--- src/rtl/bcs_pkg.sv ---
package bcs_pkg;
   typedef enum logic [1:0] {
      PH_IDLE = 2'd0,
      PH_ADDR = 2'd1,
      PH_STRB = 2'd2,
      PH_RECV = 2'd3
   } phase_e;
endpackage

--- src/rtl/bcs_status_enc.sv ---
module bcs_status_enc #(
   parameter int ST_W = 4
) (
   input  logic            halt_i,
   input  logic            delay_i,
   input  logic            fetch_i,
   input  logic            is_write_i,
   output logic [ST_W-1:0] status_o
);
   generate
      if (ST_W != 4) begin : g_bad_width
         $error("bcs_status_enc: status field must be 4 bits");
      end
   endgenerate

   // MSB to LSB: halt, delay, fetch, read
   assign status_o = {halt_i, delay_i, fetch_i, ~is_write_i};
endmodule

--- src/rtl/bcs_phase_ctl.sv ---
module bcs_phase_ctl
   import bcs_pkg::*;
#(
   parameter int STROBE_CLKS = 2
) (
   input  logic   clk,
   input  logic   rst_n,
   input  logic   start_i,
   input  logic   hold_i,
   output phase_e phase_o,
   output logic   strobe_end_o
);
   phase_e ph_q, ph_d;
   logic   last_strobe;

   generate
      if (STROBE_CLKS < 1) begin : g_bad_len
         $error("bcs_phase_ctl: STROBE_CLKS must be at least 1");
      end
      if (STROBE_CLKS == 1) begin : g_single
         assign last_strobe = 1'b1;
      end else begin : g_counted
         localparam int CW = $clog2(STROBE_CLKS);
         logic [CW-1:0] cnt_q;
         always_ff @(posedge clk or negedge rst_n) begin
            if (!rst_n)
               cnt_q <= '0;
            else if (ph_q != PH_STRB)
               cnt_q <= '0;
            else if (!hold_i && !last_strobe)
               cnt_q <= cnt_q + 1'b1;
         end
         assign last_strobe = (cnt_q == CW'(STROBE_CLKS - 1));
      end
   endgenerate

   assign strobe_end_o = (ph_q == PH_STRB) && !hold_i && last_strobe;

   always_comb begin
      ph_d = ph_q;
      unique case (ph_q)
         PH_IDLE: if (start_i) ph_d = PH_ADDR;
         PH_ADDR: ph_d = PH_STRB;
         PH_STRB: if (strobe_end_o) ph_d = PH_RECV;
         PH_RECV: ph_d = PH_IDLE;
         default: ph_d = PH_IDLE;
      endcase
   end

   always_ff @(posedge clk or negedge rst_n) begin
      if (!rst_n) ph_q <= PH_IDLE;
      else        ph_q <= ph_d;
   end

   assign phase_o = ph_q;

   // hold keeps the strobe phase alive
   assert_hold_stretch_R6: assert property (@(posedge clk) disable iff (!rst_n)
      (ph_q == PH_STRB && hold_i) |=> (ph_q == PH_STRB));
   // address phase lasts one clock
   assert_addr_one_clk_R2: assert property (@(posedge clk) disable iff (!rst_n)
      (ph_q == PH_ADDR) |=> (ph_q == PH_STRB));
endmodule

--- src/rtl/bus_cycle_seq.sv ---
module bus_cycle_seq
   import bcs_pkg::*;
#(
   parameter int ADDR_W      = 16,
   parameter int DATA_W      = 8,
   parameter int HI_W        = 4,
   parameter int STROBE_CLKS = 2
) (
   input  logic                      clk,
   input  logic                      rst_n,
   input  logic                      start_i,
   input  logic                      wr_i,
   input  logic [ADDR_W-1:0]         addr_i,
   input  logic [DATA_W-1:0]         wdata_i,
   input  logic                      halt_i,
   input  logic                      delay_i,
   input  logic                      fetch_i,
   input  logic                      hold_i,
   output logic [ADDR_W-HI_W-1:0]    addr_lo_o,
   output logic [DATA_W-1:0]         dbus_o,
   output logic                      dbus_oe_o,
   input  logic [DATA_W-1:0]         dbus_i,
   output logic                      ads_n_o,
   output logic                      rds_n_o,
   output logic                      wds_n_o,
   output logic                      done_o,
   output logic [DATA_W-1:0]         rdata_o
);
   localparam int LO_W = ADDR_W - HI_W;
   localparam int ST_W = DATA_W - HI_W;

   generate
      if (HI_W < 1 || HI_W >= ADDR_W) begin : g_bad_hi
         $error("bus_cycle_seq: HI_W out of range");
      end
      if (ST_W != 4) begin : g_bad_st
         $error("bus_cycle_seq: DATA_W - HI_W must leave a 4-bit status field");
      end
   endgenerate

   phase_e            phase;
   logic              strobe_end;
   logic              accept;
   logic [ST_W-1:0]   status_new;
   logic [ST_W-1:0]   status_q;
   logic [ADDR_W-1:0] addr_q;
   logic [DATA_W-1:0] wdata_q;
   logic              wr_q;
   logic [DATA_W-1:0] rdata_q;

   bcs_phase_ctl #(.STROBE_CLKS(STROBE_CLKS)) u_phase (
      .clk          (clk),
      .rst_n        (rst_n),
      .start_i      (start_i),
      .hold_i       (hold_i),
      .phase_o      (phase),
      .strobe_end_o (strobe_end)
   );

   bcs_status_enc #(.ST_W(ST_W)) u_status (
      .halt_i     (halt_i),
      .delay_i    (delay_i),
      .fetch_i    (fetch_i),
      .is_write_i (wr_i),
      .status_o   (status_new)
   );

   assign accept = start_i && (phase == PH_IDLE);

   always_ff @(posedge clk or negedge rst_n) begin
      if (!rst_n) begin
         addr_q   <= '0;
         wdata_q  <= '0;
         wr_q     <= 1'b0;
         status_q <= '0;
      end else if (accept) begin
         addr_q   <= addr_i;
         wdata_q  <= wdata_i;
         wr_q     <= wr_i;
         status_q <= status_new;
      end
   end

   always_ff @(posedge clk or negedge rst_n) begin
      if (!rst_n)
         rdata_q <= '0;
      else if (strobe_end && !wr_q)
         rdata_q <= dbus_i;
   end

   always_comb begin
      ads_n_o   = !(phase == PH_ADDR);
      rds_n_o   = !(phase == PH_STRB && !wr_q);
      wds_n_o   = !(phase == PH_STRB && wr_q);
      dbus_oe_o = (phase == PH_ADDR) ||
                  (wr_q && (phase == PH_STRB || phase == PH_RECV));
      if (phase == PH_ADDR)
         dbus_o = {status_q, addr_q[ADDR_W-1 -: HI_W]};
      else if (dbus_oe_o)
         dbus_o = wdata_q;
      else
         dbus_o = '0;
   end

   assign addr_lo_o = addr_q[LO_W-1:0];
   assign done_o    = (phase == PH_RECV);
   assign rdata_o   = rdata_q;

   assert_one_strobe_R9: assert property (@(posedge clk) disable iff (!rst_n)
      $countones({~ads_n_o, ~rds_n_o, ~wds_n_o}) <= 1);
   assert_oe_off_read_R4: assert property (@(posedge clk) disable iff (!rst_n)
      !rds_n_o |-> !dbus_oe_o);
   assert_done_pulse_R8: assert property (@(posedge clk) disable iff (!rst_n)
      done_o |=> !done_o);
   assert_busy_start_ignored_R10: assert property (@(posedge clk) disable iff (!rst_n)
      (start_i && !ads_n_o) |=> $stable(addr_lo_o));
   assert_rdata_stable_R7: assert property (@(posedge clk) disable iff (!rst_n)
      (rds_n_o) |=> $stable(rdata_o));
endmodule

--- config.mk ---
export PLATFORM = sky130hd
export DESIGN_NAME = bus_cycle_seq
export DESIGN_NICKNAME = d
export VERILOG_FILES = /design/src/rtl/bcs_pkg.sv /design/src/rtl/bcs_status_enc.sv /design/src/rtl/bcs_phase_ctl.sv /design/src/rtl/bus_cycle_seq.sv
export SDC_FILE = /design/constraint.sdc
export NUM_CORES = 1
export LEC_CHECK = 0
export ABC_AREA = 0
export CELL_PAD_IN_SITES_DETAIL_PLACEMENT = 0
export CELL_PAD_IN_SITES_GLOBAL_PLACEMENT = 1
export CORE_ASPECT_RATIO = 0.9
export CORE_MARGIN = 8
export CORE_UTILIZATION = 36
export CTS_CLUSTER_DIAMETER = 50
export DETAILED_ROUTE_END_ITERATION = 8
export GPL_TIMING_DRIVEN = 0
export PLACE_DENSITY = 0.8
export SLEW_MARGIN = 20
export SYNTH_ARGS = -nofsm -noshare
export SYNTH_HDL_FRONTEND = slang
export SYNTH_SLANG_ARGS = --single-unit
--- constraint.sdc ---
create_clock -name clk -period 3.45 [get_ports clk]
set_input_delay 0.69 -clock clk [delete_from_list [all_inputs] [get_ports clk]]
set_output_delay 0.69 -clock clk [all_outputs]
set_load 0.02 [all_outputs]
Word level (Yosys, flattened, before mapping):

Cells that the tools add are included.

* mux-type cells: 7
* equality and inequality tests: 6
* bitwise operators: 1
* $add $sub $neg: 1
* reductions and logical operators: 19

Operator list (number)
* two-way mux 8 bit: 2
* logical AND 1 bit: 8
* one-hot mux 2 bit (4 select lines): 1
* zero test 1 bit: 6
* inequality test 2 bit, second input constant: 3
* equality test 2 bit, second input constant: 2
* two-way mux 2 bit: 2
* equality test 2 x 1 -> 1 bit, second input constant: 1
* zero test 2 bit: 1
* logical OR 1 bit: 2
* two-way mux 1 bit: 2
* AND reduction 2 bit: 1
* nonzero test 2 bit: 1
* adder 1 bit, second input constant: 1
* NOT 1 bit: 1

* bits of input ports: 40
* word-level logic and storage cells: 41
* flip-flop bits (word level): 40
* output and inout port bits: 33

Logic depth before layout (Yosys ltp):

Gate-level depths: netlist (run 1).

* depth after elaboration: 6
* depth in mapped cells: 5

Modules after synthesis:

From an unflattened synthesis (run 1), not the netlist that was laid out.

* cell total of the unflattened synthesis: 130
* area total of the unflattened synthesis: 1874.3 µm²

Modules (own cells, without submodules)
* bus_cycle_seq: sequential area each 925.9 µm², instances 1, area each 1655.3 µm², cells each 109
* bcs_phase_ctl: sequential area each 75.1 µm², instances 1, area each 192.7 µm², cells each 17
* bcs_status_enc: sequential area each 0.0 µm², instances 1, area each 26.3 µm², cells each 4

Worst setup path before layout (run 1):

OpenSTA, ideal clock, no wires.

* kind: reg-to-output
* from: register u_phase.ph_q[1], in the netlist u_phase.phase_o[1]
* to: output dbus_o[2]
* setup slack: 1.369 ns
* data required time: 2.760 ns
* cell stages (with the launch flop): 5
* data arrival time: 1.391 ns
* path through: dfrtp_1 inv_1 ha_1 clkbuf_1 o21ai_0

* cells in the longest elaborated chain, start to end: 6
* elaborated cells on any way between the ends: 8
* classes of those cells: eq/ne: 3; mux: 2; reduce/logical: 3

RTL lines
* start, declared: line bcs_phase_ctl.sv:13 `phase_e ph_q, ph_d;`
* start signal, assigned: line bcs_phase_ctl.sv:52 `else ph_q <= ph_d;`
* equality test 2 bit: line bus_cycle_seq.sv:96 `(wr_q && (phase == PH_STRB || phase == PH_RECV));`
* logical OR 1 bit: line bus_cycle_seq.sv:96
* logical AND 1 bit: line bus_cycle_seq.sv:96
* logical OR 1 bit: line bus_cycle_seq.sv:95 `dbus_oe_o = (phase == PH_ADDR) ||`
* two-way mux 8 bit: line bus_cycle_seq.sv:99 `else if (dbus_oe_o)`
* two-way mux 8 bit *: line bus_cycle_seq.sv:97 `if (phase == PH_ADDR)`
* end, declared: line bus_cycle_seq.sv:20 `output logic [DATA_W-1:0] dbus_o,`

Mark *: on every way between the ends. The rest lies on a longest branch, timed or not.

Worst setup path after layout (run 1):

* from: register u_phase.ph_q[1], in the netlist u_phase.phase_o[1]
* to: output dbus_o[0]

The elaborated chain is that of the path after synthesis.

==> results of run 1 <==
## placed cells by master, fill, tap and decap left out, types with 2 or more instances in the layout
cell	n
clkdlybuf4s50_1	71
ha_1	4
clkbuf_1	3
mux2_4	20
dfrtp_1	40
clkbuf_8	6
buf_4	12
o21ai_0	8
inv_1	4
buf_6	2
mux2_2	17
a21oi_1	2
nand2_1	17
## worst max path at each step
stage / startpoint / end / slack (ns) / cells after the start
after floorplan: u_phase.phase_o[1] / dbus_o[2] / 1.37 / 4
after global placement: rst_n / wdata_q[5] / 0.61 / 1
after detailed placement: u_phase.phase_o[1] / dbus_o[1] / 0.68 / 6
after CTS: u_phase.phase_o[1] / dbus_o[1] / 0.34 / 6
after global routing: u_phase.phase_o[1] / dbus_o[6] / 0.14 / 6
final: u_phase.phase_o[1] / dbus_o[0] / 0.41 / 6
## stage by stage
step                      hold WS (ns)  instance area (sq um)  utilization, %  setup WS, ns  total power [uW]
after floorplan                  0.394                   1870               -          1.37              1750
after global placement           0.488                   2680            52.2         0.612              2330
after detailed placement         0.493                   2700            52.7         0.680              2350
after CTS                        0.377                   2790            54.4         0.340              2690
after global routing             0.391                   2790            54.4         0.141              2830
final                            0.364                   2790            54.4         0.414              2650
## synth_stat cells
master | count | share of area, %
dfrtp_1 | 40 | 53
mux2_4 | 20 | 16
mux2_2 | 17 | 10
nand2_1 | 17 | 3.4
buf_4 | 12 | 4.8
o21ai_0 | 8 | 2.1
ha_1 | 4 | 2.7
inv_1 | 4 | 0.80
a21oi_1 | 2 | 0.53
buf_6 | 2 | 1.2
a21boi_0 | 1 | 0.40
a31oi_1 | 1 | 0.33
clkbuf_1 | 1 | 0.20
mux2_1 | 1 | 0.60
nand2_4 | 1 | 0.60
nand2b_1 | 1 | 0.33
nand2b_2 | 1 | 0.47
nor2_8 | 1 | 1.1
nor2b_1 | 1 | 0.33
o22a_1 | 1 | 0.47
## where the power goes
group          total [uW]  switching (uW)  internal (uW)
Clock                 317             154            163
Sequential            828             129            698
Combinational        1500             654            847
## per-layer routing
layer	share of wire, %	track usage [%]	up-vias
li1	-	-	612
met1	45	15.0	578
met2	46	17.8	51
met3	7.7	3.74	7
met4	1.7	5.26	0
met5	0	0	-
## area by class of cell
type | instances | area [sq um]
plain buffers | 15 | 116
clock buffers | 8 | 90.1
fillers | 474 | 2340
inverters | 4 | 15.0
multi-input cells | 77 | 742
flip-flops and latches | 40 | 1000
well taps | 67 | 83.8
repair buffers | 73 | 743
## sequential cells by signal (all words and copies together) (netlist names)
register,count
u_phase.phase_o,2
rdata_o,8
wr_q,1
addr_q,16
u_phase.g_counted.cnt_q,1
wdata_q,8
status_q,4
## cell families (layout without fill, tap and decap cells)
| family | after synthesis | in the layout | synth area share, % |
|---|---|---|---|
| flip-flops | 40 | 40 | 53.4 |
| multiplexers | 38 | 38 | 26.8 |
| AND/OR/NAND/NOR | 22 | 22 | 6.21 |
| buffers and inverters | 19 | 100 | 7.01 |
| AO/OA/AOI/OAI | 13 | 13 | 3.87 |
| adder cells (fa/ha/maj) | 4 | 4 | 2.67 |
==> impl_metrics.yaml, run 1 <==
run_status:
  run_status: "completed"
global_route:
  grt_overflow: 0
  grt_pass1_vias: 1361
  grt_pass1_wl_um: 7210
  grt_util_all_layers_pct: 11.8
  antenna_found_initial: 0
  grt_max_degree: 22
placed_design:
  placedCellCount: 276
  io_buffer_count: 72
  gp_congestion: 0.701
  dp_hpwl_um: 3310
worst_setup_path:
  cp_slowest_stage_delay_ns: 0.65
  arrival_ns: 2.35
  crit_path_max_fanout: 10
  ff2ff_setup_slack_ns: 1.85
  crit_required_ns: 2.76
  worstReg2RegStart: "u_phase.phase_o[0]"
  crit_chain: "inv_1, ha_1, clkbuf_1, nand2_1, o21ai_0, clkdlybuf4s50_1"
  path_delay_family: "buffers and inverters"
  start_kind: "flip-flop"
  timing.rr.end: "addr_q[15]"
  crit_type: "flip-flop to output pin"
  critPathBufInv: 3
  cpMaxStageDelayCell: "clkdlybuf4s50_1"
  r2r_cells: 5
  critPathCaptureType: "output pin"
die:
  die_x_um: 92.1
  rows: 25
  ioPinCount: 73
  dieArea_sq_um: 7770
  core_region_area_sq_um: 5130
  die_y_um: 84.5
  initial_utilization_pct: 36.5
synthesis:
  syn_area_sq_um: 1870
  ys_seq_elements: 40
  synthesis.nets: 180
  ys_seq_area_share_pct: 53.4
  ys_types: 20
  postSynthAreaPerCell_sq_um: 13.8
  syn-instance-count: 136
  synth_warnings: 0
routing:
  routed_wl_um: 4380
  drc: 0
  wl_per_cell_um: 15.4
  vias: 1248
  drtIter0Drc: 47
  dr.pass1.iters: 4
  vias_per_cell: 4.39
  postRouteAntennaNets: 0
sta:
  hold_viol_final: 0
  post-route-period-util_pct: 88.0
  slew_viol_final: 0
  rsz0062_at_grt: "no"
  worst_pin_slew_ns: 0.518
  clock_skew_ns: 0.00653
  finalSetupViolCount: 0
  slew_headroom_pct: 65.5
  clock.fmax_mhz: 329
  setup_tns_ns: 0
  min_period_ns: 3.04
clocking:
  clk_path_buf_depth: 2
  cts_max_level: 2
  clockRootBuffer: "clkbuf_8"
  cts.sinks: 40
  post_cts_buffers: 0
  cts_tree: "yes"
  cts_hold_buf: 0
  cts_buffers: 5
  insertion_delay_ns: 0.29
  clk_pin_slew_ns: 0.08
  cts_resized: 0
power:
  cellPowerDensity_nw_per_um2: 948
  leakagePower_uw: 0.00128
  peakVddDrop_uv: 438
cells_and_area:
  final_cells: 284
  final_nets: 260
  diodes: 0
  drive_above_1_share_pct: 28.6
  area.growth.synth_to_final_pct: 48.9
hold_path:
  min_path_type: "input port to asynchronous set/reset pin"
job:
  drv_cap: 0
Power figures use the tool's default switching activity.
==> run 2, diff against run 1 <==
--- a/config.mk
+++ b/config.mk
@@ -9,12 +9,12 @@
 export CELL_PAD_IN_SITES_DETAIL_PLACEMENT = 0
 export CELL_PAD_IN_SITES_GLOBAL_PLACEMENT = 1
 export CORE_ASPECT_RATIO = 0.9
-export CORE_MARGIN = 8
+export CORE_MARGIN = 2
 export CORE_UTILIZATION = 36
 export CTS_CLUSTER_DIAMETER = 50
 export DETAILED_ROUTE_END_ITERATION = 8
 export GPL_TIMING_DRIVEN = 0
-export PLACE_DENSITY = 0.8
+export PLACE_DENSITY = 0.92
 export SLEW_MARGIN = 20
 export SYNTH_ARGS = -nofsm -noshare
 export SYNTH_HDL_FRONTEND = slang
==> impl_metrics.yaml, run 2 (synthesized netlist as in run 1, its figures left out) <==
clocking:
  cts_tree: "yes"
  cts_max_level: 2
  clockRootBuffer: "clkbuf_8"
  cts_hold_buf: 0
  cts.sinks: 40
  post_cts_buffers: 0
  clk_path_buf_depth: 2
  cts_buffers: 5
  cts_resized: 0
  clk_pin_slew_ns: 0.07
  insertion_delay_ns: 0.28
worst_setup_path:
  crit_path_max_fanout: 10
  r2r_cells: 5
  crit_required_ns: 2.76
  critPathCaptureType: "output pin"
  start_kind: "flip-flop"
  worstReg2RegStart: "u_phase.phase_o[0]"
  ff2ff_setup_slack_ns: 1.86
  timing.rr.end: "addr_q[2]"
  crit_start: "u_phase.phase_o[1]"
  crit_path_end: "dbus_o[1]"
  crit_type: "flip-flop to output pin"
  arrival_ns: 2.38
power:
  cellPowerDensity_nw_per_um2: 940
  leakagePower_uw: 0.00128
  peakVddDrop_uv: 552
job:
  drv_cap: 0
global_route:
  grt_pass1_vias: 1268
  grt_util_all_layers_pct: 13.0
  antenna_found_initial: 0
  grt_overflow: 0
  grt_pass1_wl_um: 5780
  grt_max_degree: 26
placed_design:
  dp_hpwl_um: 2740
  gp_congestion: 0.702
  io_buffer_count: 72
hold_path:
  min_path_type: "input port to asynchronous set/reset pin"
cells_and_area:
  final_nets: 260
  area.growth.synth_to_final_pct: 48.4
  fillCellCount: 442
  largest_reg_flops: 16
  multi_input_area_sq_um: 742
  layout_common_cells: "clkdlybuf4s50_1 (71), dfrtp_1 (40), mux2_4 (20), mux2_2 (17), nand2_1 (17)"
  utilization_pct: 56.5
  final_common_cell: "clkdlybuf4s50_1"
  largest_register: "addr_q"
  ff_latch_area_sq_um: 1000
  diodes: 0
  drive_above_1_share_pct: 28.6
sta:
  clock.fmax_mhz: 326
  worst_pin_slew_ns: 0.459
  rsz0062_at_grt: "no"
  post-route-period-util_pct: 88.9
  clock_skew_ns: 0.00467
  finalSetupViolCount: 0
  setup_tns_ns: 0
  slew_headroom_pct: 69.4
  hold_viol_final: 0
  min_period_ns: 3.07
  slew_viol_final: 0
routing:
  wl_per_cell_um: 12.8
  routed_wl_um: 3610
  dr.pass1.iters: 6
  drtIter0Drc: 10
  drc: 0
  postRouteAntennaNets: 0
  vias_per_cell: 4.42
  vias: 1247
die:
  die_y_um: 72.5
  rows: 24
  initial_utilization_pct: 38.1
  core_region_area_sq_um: 4920
  die_x_um: 80.1
  ioPinCount: 73
  dieArea_sq_um: 5800
run_status:
  run_status: "completed"
## run 2: cell counts in the layout (fill, tap and decap cells not counted)
Identical to the previous run, type by type.
## run 2: layout make-up
type / instances / area share (%)
Tap cell: 65 / 2.92
Sequential cell: 40 / 36.0
Buffer: 15 / 4.18
Multi-Input combinational cell: 77 / 26.7
Timing Repair Buffer: 73 / 26.5
Clock buffer: 8 / 3.24
Inverter: 4 / 0.540
## run 2: per-layer routing
metal	track usage [%]	share of wire, %
met5	0	0
met4	3.95	0.80
met3	5.47	9.6
met2	20.3	43
met1	16.6	47
## run 2: metrics by stage
step | instance area [sq um] | hold WS (ns) | power [uW] | cells | worst slack, ns
2_1_floorplan | 1870 | 0.394 | 1750 | 136 | 1.37
3_3_place_gp | 2680 | 0.488 | 2310 | 273 | 0.667
3_5_place_dp | 2690 | 0.494 | 2330 | 274 | 0.656
4_1_cts | 2780 | 0.323 | 2650 | 282 | 0.330
5_1_grt | 2780 | 0.329 | 2790 | 282 | 0.126
6_report | 2780 | 0.321 | 2610 | 282 | 0.382
## run 2: critical path, stage by stage (launching register included)
cell             delay (ns)
dfrtp_1                0.43
inv_1                  0.10
ha_1                   0.32
clkbuf_1               0.41
nand2_1                0.08
o21ai_0                0.11
clkdlybuf4s50_1        0.65
## run 2: report_power, final
part           internal, uW  switching (uW)  leakage [uW]
Sequential              698             133      0.000482
Combinational           845             631      0.000751
Clock                   163             144     0.0000455
## run 2: worst min path at each step
stage,slack [ns],depth (start not counted),startpoint,end
after floorplan,0.39,0,rst_n,addr_q[0]
after global placement,0.49,1,rdata_o[4],rdata_o[4]
after detailed placement,0.49,1,wdata_q[5],wdata_q[5]
after CTS,0.32,1,rst_n,rdata_o[4]
after global routing,0.33,1,rst_n,rdata_o[4]
final,0.32,1,rst_n,addr_q[0]
==> run 3, diff against run 2 <==
--- a/config.mk
+++ b/config.mk
@@ -8,12 +8,12 @@
 export ABC_AREA = 0
 export CELL_PAD_IN_SITES_DETAIL_PLACEMENT = 0
 export CELL_PAD_IN_SITES_GLOBAL_PLACEMENT = 1
-export CORE_ASPECT_RATIO = 0.9
 export CORE_MARGIN = 2
 export CORE_UTILIZATION = 36
 export CTS_CLUSTER_DIAMETER = 50
 export DETAILED_ROUTE_END_ITERATION = 8
 export GPL_TIMING_DRIVEN = 0
+export HOLD_SLACK_MARGIN = 0.02
 export PLACE_DENSITY = 0.92
 export SLEW_MARGIN = 20
 export SYNTH_ARGS = -nofsm -noshare
==> impl_metrics.yaml, run 3 (synthesized netlist as in run 1, its figures left out) <==
clocking:
  clk_path_buf_depth: 2
  cts_resized: 0
  cts_tree: "yes"
  cts.sinks: 40
  insertion_delay_ns: 0.28
  clockRootBuffer: "clkbuf_8"
  cts_hold_buf: 0
  cts_buffers: 5
  clk_pin_slew_ns: 0.08
  post_cts_buffers: 0
  cts_max_level: 2
cells_and_area:
  largest_reg_flops: 16
  final_common_cell: "clkdlybuf4s50_1"
  utilization_pct: 55.4
  final_nets: 260
  drive_above_1_share_pct: 29.0
  diodes: 0
  largest_register: "addr_q"
  layout_common_cells: "clkdlybuf4s50_1 (71), dfrtp_1 (40), mux2_4 (20), mux2_2 (17), nand2_1 (17)"
  area.growth.synth_to_final_pct: 50.1
hold_path:
  min_path_type: "input port to asynchronous set/reset pin"
sta:
  setup_tns_ns: 0
  slew_headroom_pct: 70.3
  post-route-period-util_pct: 87.2
  clock_skew_ns: 0.00706
  clock.fmax_mhz: 333
  hold_viol_final: 0
  worst_pin_slew_ns: 0.446
  rsz0062_at_grt: "no"
  finalSetupViolCount: 0
  min_period_ns: 3.01
  slew_viol_final: 0
routing:
  drtIter0Drc: 23
  vias_per_cell: 4.38
  wl_per_cell_um: 12.7
  vias: 1257
  dr.pass1.iters: 2
  postRouteAntennaNets: 0
  drc: 0
  routed_wl_um: 3660
power:
  p_seq_share_pct: 31.0
  power.internal_uw: 1760
  swShare_pct: 34.2
  peakVddDrop_uv: 482
  cellPowerDensity_nw_per_um2: 950
  clockPowerShare_pct: 13.7
  p_comb_share_pct: 55.2
  leakagePower_uw: 0.00129
  p_switching_uw: 914
die:
  die_y_um: 76.2
  die_x_um: 76.2
  core_region_area_sq_um: 5070
  ioPinCount: 73
  initial_utilization_pct: 36.9
  rows: 26
  dieArea_sq_um: 5800
worst_setup_path:
  crit_type: "flip-flop to output pin"
  crit_path_end: "dbus_o[5]"
  r2r_cells: 5
  ff2ff_setup_slack_ns: 1.85
  crit_path_max_fanout: 10
  crit_required_ns: 2.76
  timing.rr.end: "addr_q[5]"
  crit_start: "u_phase.phase_o[1]"
  start_kind: "flip-flop"
  arrival_ns: 2.32
  critPathCaptureType: "output pin"
  worstReg2RegStart: "u_phase.phase_o[0]"
placed_design:
  io_buffer_count: 72
  gp_congestion: 0.723
  dp_hpwl_um: 2770
global_route:
  antenna_found_initial: 0
  grt_max_degree: 24
  grt_util_all_layers_pct: 13.5
  grt_pass1_vias: 1289
  grt_overflow: 0
  grt_pass1_wl_um: 6200
run_status:
  run_status: "completed"
job:
  drv_cap: 0
run 3: through the flow:
step / total power [uW] / instances / cell area, sq um / setup WS (ns) / hold slack (ns)
2_1_floorplan: 1750 / 136 / 1870 / 1.37 / 0.394
6_report: 2670 / 287 / 2810 / 0.443 / 0.341
5_1_grt: 2840 / 287 / 2810 / 0.188 / 0.362
3_5_place_dp: 2330 / 279 / 2710 / 0.725 / 0.495
3_3_place_gp: 2310 / 278 / 2680 / 0.688 / 0.488
4_1_cts: 2720 / 287 / 2810 / 0.382 / 0.342
run 3: power groups by stage:
stage | logic (uW) | clock network (uW) | registers, uW
after global placement | 1480 | 0 | 829
after CTS | 1500 | 383 | 833
final | 1480 | 368 | 829
after floorplan | 903 | 0 | 847
after detailed placement | 1490 | 0 | 839
after global routing | 1580 | 396 | 862
run 3: worst min-delay path by stage:
stage               startpoint         end  slack, ns  cells past startpoint
floorplan                rst_n   addr_q[0]       0.39                      0
CTS                      rst_n  addr_q[15]       0.34                      1
global placement    rdata_o[5]  rdata_o[5]       0.49                      1
detailed placement  rdata_o[0]  rdata_o[0]       0.49                      1
finish                   rst_n  addr_q[11]       0.34                      1
global route             rst_n  addr_q[11]       0.36                      1
run 3: per-layer routing:
layer	up-vias	GRT usage (%)	share of wire, %
met4	0	3.82	1.0
met1	588	17.6	45
met2	54	21.2	46
met5	-	0	0
li1	610	-	-
met3	5	5.21	7.8
run 3: area by class of cell:
type / instances / area (sq um)
buffer: 15 / 116
sequential: 40 / 1000
multi-input combinational: 77 / 742
clock buffer: 6 / 72.6
tap: 70 / 87.6
inverter: 4 / 15.0
clock inverter: 2 / 35.0
fill: 444 / 2260
timing repair buffer: 73 / 743
run 3: critical path, cell delays in order (launching register included):
cell	delay (ns)
dfrtp_1	0.43
inv_1	0.09
ha_1	0.30
clkbuf_1	0.37
nand2_1	0.10
o21ai_0	0.10
clkdlybuf4s50_1	0.63
